--- src/rtl/vseq_pkg.sv ---
package vseq_pkg;
    typedef enum logic [2:0] {
        ST_IDLE,
        ST_RUN,
        ST_FLUSH,
        ST_ACK,
        ST_FINISH
    } seq_state_e;
endpackage

--- src/rtl/vseq_window.sv ---
// Slot window: one valid and one done flag per slot, plus a result register.
module vseq_window #(
    parameter int WIN    = 8,
    parameter int DATA_W = 16,
    parameter int SLOT_W = $clog2(WIN)
) (
    input  logic              clk,
    input  logic              rst_n,
    input  logic              clear,
    input  logic              alloc,
    input  logic [SLOT_W-1:0] alloc_slot,
    input  logic              cmp_en,
    input  logic              cmp_valid,
    input  logic [SLOT_W-1:0] cmp_slot,
    input  logic [DATA_W-1:0] cmp_data,
    input  logic [SLOT_W-1:0] head_slot,
    input  logic              retire,
    output logic              head_ready,
    output logic [DATA_W-1:0] head_data
);
    logic [WIN-1:0]    slot_vld;
    logic [WIN-1:0]    slot_dn;
    logic [DATA_W-1:0] slot_data [WIN];
    logic              cmp_hit;

    // A completion counts only for an outstanding, not-yet-completed slot.
    assign cmp_hit = cmp_en && cmp_valid && slot_vld[cmp_slot] && !slot_dn[cmp_slot];

    for (genvar g = 0; g < WIN; g++) begin : g_slot
        always_ff @(posedge clk or negedge rst_n) begin
            if (!rst_n) begin
                slot_vld[g]  <= 1'b0;
                slot_dn[g]   <= 1'b0;
                slot_data[g] <= '0;
            end else if (clear) begin
                slot_vld[g] <= 1'b0;
                slot_dn[g]  <= 1'b0;
            end else begin
                if (alloc && alloc_slot == SLOT_W'(g)) begin
                    slot_vld[g] <= 1'b1;
                    slot_dn[g]  <= 1'b0;
                end else if (retire && head_slot == SLOT_W'(g)) begin
                    slot_vld[g] <= 1'b0;
                    slot_dn[g]  <= 1'b0;
                end else if (cmp_hit && cmp_slot == SLOT_W'(g)) begin
                    slot_dn[g] <= 1'b1;
                end
                if (cmp_hit && cmp_slot == SLOT_W'(g)) begin
                    slot_data[g] <= cmp_data;
                end
            end
        end
    end

    assign head_ready = slot_vld[head_slot] && slot_dn[head_slot];
    assign head_data  = slot_data[head_slot];
endmodule

--- src/rtl/vseq_ctrl.sv ---
// Sequencing state machine with the issue, commit and length counters.
module vseq_ctrl
    import vseq_pkg::*;
#(
    parameter int MAX_VL = 64,
    parameter int WIN    = 8,
    parameter int IDX_W  = $clog2(MAX_VL + 1),
    parameter int SLOT_W = $clog2(WIN)
) (
    input  logic              clk,
    input  logic              rst_n,
    input  logic              start,
    input  logic              resume,
    input  logic [IDX_W-1:0]  vl_in,
    input  logic [IDX_W-1:0]  resume_idx,
    input  logic              intr_req,
    input  logic              iss_ready,
    input  logic              head_ready,
    output logic              iss_valid,
    output logic [IDX_W-1:0]  iss_idx,
    output logic [SLOT_W-1:0] iss_slot,
    output logic [SLOT_W-1:0] head_slot,
    output logic              wb_valid,
    output logic [IDX_W-1:0]  wb_idx,
    output logic [IDX_W-1:0]  commit_idx,
    output logic              win_clear,
    output logic              cmp_en,
    output logic              flush,
    output logic              intr_ack,
    output logic              done,
    output logic              busy
);
    localparam logic [IDX_W-1:0] VL_CAP  = IDX_W'(MAX_VL);
    localparam logic [IDX_W-1:0] WIN_CNT = IDX_W'(WIN);

    seq_state_e       state_q, state_d;
    logic [IDX_W-1:0] vl_q, nidx_q, cidx_q;
    logic [IDX_W-1:0] vl_eff, in_flight;
    logic             iss_fire, last_commit;

    assign vl_eff      = (vl_in > VL_CAP) ? VL_CAP : vl_in;
    assign in_flight   = IDX_W'(nidx_q - cidx_q);
    assign iss_fire    = iss_valid && iss_ready;
    assign last_commit = wb_valid && (IDX_W'(cidx_q + IDX_W'(1)) == vl_q);

    // State register
    always_ff @(posedge clk or negedge rst_n) begin
        if (!rst_n) state_q <= ST_IDLE;
        else        state_q <= state_d;
    end

    // Next state
    always_comb begin
        state_d = state_q;
        unique case (state_q)
            ST_IDLE: begin
                if (start)       state_d = (vl_eff == '0) ? ST_FINISH : ST_RUN;
                else if (resume) state_d = (resume_idx >= vl_eff) ? ST_FINISH : ST_RUN;
            end
            ST_RUN: begin
                if (intr_req)         state_d = ST_FLUSH;
                else if (last_commit) state_d = ST_FINISH;
            end
            ST_FLUSH:  state_d = ST_ACK;
            ST_ACK:    state_d = ST_IDLE;
            ST_FINISH: state_d = ST_IDLE;
            default:   state_d = ST_IDLE;
        endcase
    end

    // Counters
    always_ff @(posedge clk or negedge rst_n) begin
        if (!rst_n) begin
            vl_q   <= '0;
            nidx_q <= '0;
            cidx_q <= '0;
        end else begin
            unique case (state_q)
                ST_IDLE: begin
                    if (start) begin
                        vl_q   <= vl_eff;
                        nidx_q <= '0;
                        cidx_q <= '0;
                    end else if (resume) begin
                        vl_q   <= vl_eff;
                        nidx_q <= resume_idx;
                        cidx_q <= resume_idx;
                    end
                end
                ST_RUN: begin
                    if (iss_fire) nidx_q <= IDX_W'(nidx_q + IDX_W'(1));
                    if (wb_valid) cidx_q <= IDX_W'(cidx_q + IDX_W'(1));
                end
                ST_FLUSH: nidx_q <= cidx_q;
                ST_ACK, ST_FINISH: ;
                default: ;
            endcase
        end
    end

    // Outputs
    always_comb begin
        iss_valid = 1'b0;
        wb_valid  = 1'b0;
        cmp_en    = 1'b0;
        flush     = 1'b0;
        intr_ack  = 1'b0;
        done      = 1'b0;
        win_clear = 1'b0;
        busy      = 1'b1;
        unique case (state_q)
            ST_IDLE: begin
                busy      = 1'b0;
                win_clear = start || resume;
            end
            ST_RUN: begin
                cmp_en    = 1'b1;
                wb_valid  = head_ready;
                iss_valid = !intr_req && (nidx_q < vl_q) && (in_flight < WIN_CNT);
            end
            ST_FLUSH: begin
                flush     = 1'b1;
                win_clear = 1'b1;
            end
            ST_ACK:    intr_ack = 1'b1;
            ST_FINISH: done     = 1'b1;
            default:   busy     = 1'b0;
        endcase
    end

    assign iss_idx    = nidx_q;
    assign iss_slot   = nidx_q[SLOT_W-1:0];
    assign head_slot  = cidx_q[SLOT_W-1:0];
    assign wb_idx     = cidx_q;
    assign commit_idx = cidx_q;
endmodule

--- src/rtl/vec_elem_seq.sv ---
module vec_elem_seq #(
    parameter int MAX_VL = 64,
    parameter int WIN    = 8,
    parameter int DATA_W = 16,
    parameter int IDX_W  = $clog2(MAX_VL + 1),
    parameter int SLOT_W = $clog2(WIN)
) (
    input  logic              clk,
    input  logic              rst_n,
    input  logic              start,
    input  logic              resume,
    input  logic [IDX_W-1:0]  vl_in,
    input  logic [IDX_W-1:0]  resume_idx,
    output logic              iss_valid,
    input  logic              iss_ready,
    output logic [IDX_W-1:0]  iss_idx,
    output logic [SLOT_W-1:0] iss_slot,
    input  logic              cmp_valid,
    input  logic [SLOT_W-1:0] cmp_slot,
    input  logic [DATA_W-1:0] cmp_data,
    output logic              wb_valid,
    output logic [IDX_W-1:0]  wb_idx,
    output logic [DATA_W-1:0] wb_data,
    input  logic              intr_req,
    output logic              flush,
    output logic              intr_ack,
    output logic [IDX_W-1:0]  saved_idx,
    output logic              done,
    output logic              busy
);
    logic              win_clear, cmp_en, head_ready;
    logic [SLOT_W-1:0] head_slot;

    vseq_ctrl #(
        .MAX_VL (MAX_VL),
        .WIN    (WIN),
        .IDX_W  (IDX_W),
        .SLOT_W (SLOT_W)
    ) u_ctrl (
        .clk        (clk),
        .rst_n      (rst_n),
        .start      (start),
        .resume     (resume),
        .vl_in      (vl_in),
        .resume_idx (resume_idx),
        .intr_req   (intr_req),
        .iss_ready  (iss_ready),
        .head_ready (head_ready),
        .iss_valid  (iss_valid),
        .iss_idx    (iss_idx),
        .iss_slot   (iss_slot),
        .head_slot  (head_slot),
        .wb_valid   (wb_valid),
        .wb_idx     (wb_idx),
        .commit_idx (saved_idx),
        .win_clear  (win_clear),
        .cmp_en     (cmp_en),
        .flush      (flush),
        .intr_ack   (intr_ack),
        .done       (done),
        .busy       (busy)
    );

    vseq_window #(
        .WIN    (WIN),
        .DATA_W (DATA_W),
        .SLOT_W (SLOT_W)
    ) u_win (
        .clk        (clk),
        .rst_n      (rst_n),
        .clear      (win_clear),
        .alloc      (iss_valid && iss_ready),
        .alloc_slot (iss_slot),
        .cmp_en     (cmp_en),
        .cmp_valid  (cmp_valid),
        .cmp_slot   (cmp_slot),
        .cmp_data   (cmp_data),
        .head_slot  (head_slot),
        .retire     (wb_valid),
        .head_ready (head_ready),
        .head_data  (wb_data)
    );
endmodule

--- config.mk ---
export PLATFORM = sky130hd
export DESIGN_NAME = vec_elem_seq
export DESIGN_NICKNAME = d
export VERILOG_FILES = /design/src/rtl/vseq_pkg.sv /design/src/rtl/vseq_window.sv /design/src/rtl/vseq_ctrl.sv /design/src/rtl/vec_elem_seq.sv
export SDC_FILE = /design/constraint.sdc
export NUM_CORES = 1
export LEC_CHECK = 0
export BUFFER_PORTS_ARGS = -buffer_cell sky130_fd_sc_hd__buf_2
export CAP_MARGIN = 20
export CORE_MARGIN = 10
export CORE_UTILIZATION = 40
export CTS_CLUSTER_SIZE = 12
export DETAILED_ROUTE_END_ITERATION = 8
export RECOVER_POWER = 25
export SLEW_MARGIN = 20
export SYNTH_ARGS = -nofsm -noshare
export SYNTH_HDL_FRONTEND = slang
export SYNTH_SLANG_ARGS = --single-unit
--- constraint.sdc ---
create_clock -name clk -period 4.61 [get_ports clk]
set_clock_uncertainty 0.1 [all_clocks]
set_input_delay 0.2305 -clock clk [delete_from_list [all_inputs] [get_ports clk]]
set_output_delay 0.2305 -clock clk [all_outputs]
set_load 0.05 [all_outputs]
==> metrics.md <==
| Metric | Value |
|---|---|
| WP data required | `slightly below 5000 ps` |
| Core footprint | `approximately 22000 sq um` |
| Placer Congestion | `0.820` |
| Largest net degree at the start of global routing | `99` |
| Via count | `6071` |
| CTS clk-pin slew, worst paths | `around 70 ps` |
| Die height | `169 microns` |
| Hold crit path type | `in2reg` |
| Yosys reg bits | `168` |
| First-pass GRT wire length | `roughly 36 mm` |
| VDD IR max | `0.265 mV` |
| Post-synth EDFFs | `0` |
| Total Routing Usage GR | `0.156` |
| Via density | `between 5 and 6` |
| DP Cell Count | `1067` |
| Post-synthesis cell area | `8920 sq um` |
| CP max-delay cell | `a2111oi_1` |
| Reg2Reg Depth | `7` |
| TNS Setup | `0 ps` |
| TritonCTS buffer count | `17` |
| CTS root buf | `clkbuf_16` |
| Synth area leader | `dfrtp_1` |
| Area contributors post-synth | `dfrtp_1 (47%), mux2_2 (15%), mux4_2 (8.6%)` |
| Critical path buffers and inverters | `0` |
| Setup crit start | `u_ctrl.iss_idx[2]` |
| Count of final setup violators | `0` |
| Failing checks | `capacitance limit, slew limit` |
| Dpl ws | `1490 ps` |
| Most common cell in the netlist | `dfrtp_1` |
| Leakage power | `between 4 and 5 nW` |
| Row count | `54` |
| Worst setup endpoint | `u_win.slot_vld[1]` |
| Initial antenna violation count | `1` |
| Top cells by count, synth | `dfrtp_1 (168), mux2_2 (119), nand2_1 (95)` |
| Seq/Total Area, Yosys | `0.471` |
| Port-buffer cells | `85` |
| Critical path's top delay family | `compound AO/OA/AOI/OAI gates` |
| CP Data Arrival Time | `between 3000 and 4000 ps` |
| Stages on worst setup path | `7` |
| Reg2reg setup slack | `between 1000 and 1500 ps` |
| FFs w/ async S/R, synth | `1.00` |
| Area growth syn-to-layout | `14.2%` |
| Worst setup margin | `between 1000 and 1500 ps` |
| Post-Route WL | `about 22 mm` |
| Main synth FF type | `dfrtp_1` |
| Max_cap viols | `1` |
| Distinct cells, synth | `64` |
| Share of post-route cells with drive strength above 1 | `0.378` |
| Clock latency on the worst-skew pair | `430 ps` |
| PD cells | `578 nW/um^2` |
| Die ar. | `28700 sq um` |
| Drt first pass iters | `5` |
| Placed Area | `9580 sq um` |
| Crit path capture type | `flop` |
| Post-synth net total | `roughly 800` |
| Drt wl/cell | `20.0 microns` |
| RSZ-0062 raised after global routing | `no` |
| Synth Warn # | `0` |
| Boundary Pins | `86` |
| Final Hold Viols | `0` |
| Min cycle time layout | `approximately 3200 ps` |
| Crit-path max FO | `12` |
| Pins Over Slew Limit | `a little under 100` |
| Initial DRC count | `364` |
| Bufs on Longest Clock Path | `2` |
| Final HPWL DP | `14.8 mm` |
| Mean area per synthesized cell | `12.2 sq um` |
| Gr ovfl total | `0` |
| Clock tree from TritonCTS | `yes` |
| Clock sinks | `168` |
| Status | `finished with violations` |
| Critical path launch point type | `flop` |
| Post-synth top area share | `0.471` |
| Post-route clock period utilization | `0.688` |
| Final non-filler cell total | `1101` |
| Cells after synthesis | `between 700 and 800` |
| Setup Crit Path Kind | `reg2reg` |
| Worst rel slew slack | `-0.663` |
| Critical Path Max Stage Delay | `around 560 ps` |
| Nets@finish | `880` |
| DRC | `0` |
| Vias in the first global route | `between 6000 and 7000` |
| Initial core utilization | `0.408` |
| WHS Path Cells | `3` |
| Worst-path cell chain | `ha_1, a2111oi_1, o21ai_0, a2111oi_2, and3_1, and2_1, a22o_1` |
| Die X | `approximately 170 microns` |
| Setup Buffers After CTS | `0` |
| Launching point of the worst reg2reg path | `u_ctrl.iss_idx[2]` |
| Final ANT Viol Nets | `0` |
| Cell area after layout | `10200 sq um` |
| Measured slew at the worst slew-check pin | `2490 ps` |
| Critical R2R Capture | `u_win.slot_vld[1]` |
| CTS H-Tree Depth | `4` |
| Max Fclk | `0.315 GHz` |
==> where the power goes <==
group	switching [mW]	internal, mW	total, mW
Clock	0.594	0.820	1.41
Sequential	0.208	1.69	1.90
Combinational	1.68	0.898	2.58
Total	2.48	3.41	5.89
==> registers in the layout, summed over array words and instances (netlist names) <==
signal             count
u_ctrl.commit_idx      7
u_ctrl.iss_idx         7
u_ctrl.state_q         3
u_ctrl.vl_q            7
u_win.slot_data      128
u_win.slot_dn          8
u_win.slot_vld         8
==> tightest hold or removal path, stage by stage <==
cell	delay [ps]
buf_2	100
nand2_1	80
o21ai_0	90
==> routing by layer <==
metal	routed length, microns	global-route usage	vias to the layer above
li1	-	-	2805
met4	234	0.0420	0
met5	0	0	-
met2	10400	0.243	142
met3	994	0.0340	18
met1	10400	0.216	3106
==> how the worst min path moves through the flow <==
| stage | start | endpoint | slack [ps] |
|---|---|---|---|
| after global routing | cmp_data[4] | u_win.slot_data[20] | 40 |
| after global placement | rst_n | u_ctrl.iss_idx[6] | 320 |
| after floorplan | rst_n | u_ctrl.commit_idx[0] | -170 |
| after detailed placement | rst_n | u_ctrl.iss_idx[6] | 320 |
| final | vl_in[4] | u_ctrl.vl_q[4] | 10 |
| after CTS | vl_in[4] | u_ctrl.vl_q[4] | 3 |
==> layout make-up <==
cell class | count | area, sq um
Fill cell | 2050 | 11700
Multi-Input combinational cell | 497 | 4400
Sequential cell | 168 | 4210
Timing Repair Buffer | 102 | 563
Clock buffer | 19 | 453
Tap cell | 280 | 350
Clock inverter | 10 | 123
Inverter | 24 | 90.1
Antenna cell | 1 | 2.50
==> timing repair <==
item / in CTS / in global routing
hold buffers: 4 / 0
resized for setup: 0 / 0
hold endpoints to repair: 99 / 0
==> cell families after synthesis <==
| logic type | after synthesis | share of synthesized area |
|---|---|---|
| muxes | 164 | 0.254 |
| xor gates and xnor gates | 13 | 0.0128 |
| DFF | 168 | 0.471 |
| and+or+nand+nor | 192 | 0.110 |
| AOI/OAI and AO/OA | 98 | 0.0733 |
| adders and majority gates | 30 | 0.0421 |
| buffers and inverters | 69 | 0.0373 |
==> cells in the final DEF (no fill, tap or decap), types with 4 or more instances in the layout <==
master           n
a211o_1          5
clkbuf_16       17
buf_2           84
and3_1           7
buf_4           13
o211a_1          4
nor3_1           7
xor2_1           5
a21oi_1         29
mux2_4          10
nor2_1          29
and2_1           5
nand3_1          8
a31oi_1          7
ha_1            30
nand2b_1         6
mux2_2         119
inv_1           22
mux4_2          34
a211oi_1         5
o21ai_0         19
dlygate4sd3_1    4
nand2_1         95
xnor2_1          8
dfrtp_1        166
nand4_1          7
==> stage by stage <==
stage / total power, mW / hold WS [ps] / utilization
3_3_place_gp: 4.49 / 323 / 0.437
2_1_floorplan: 3.87 / -165 / -
6_report: 5.89 / 13.0 / 0.465
4_1_cts: 5.94 / 2.56 / 0.466
3_5_place_dp: 4.50 / 316 / 0.437
5_1_grt: 6.25 / 43.8 / 0.465
Power figures use the tool's default switching activity.
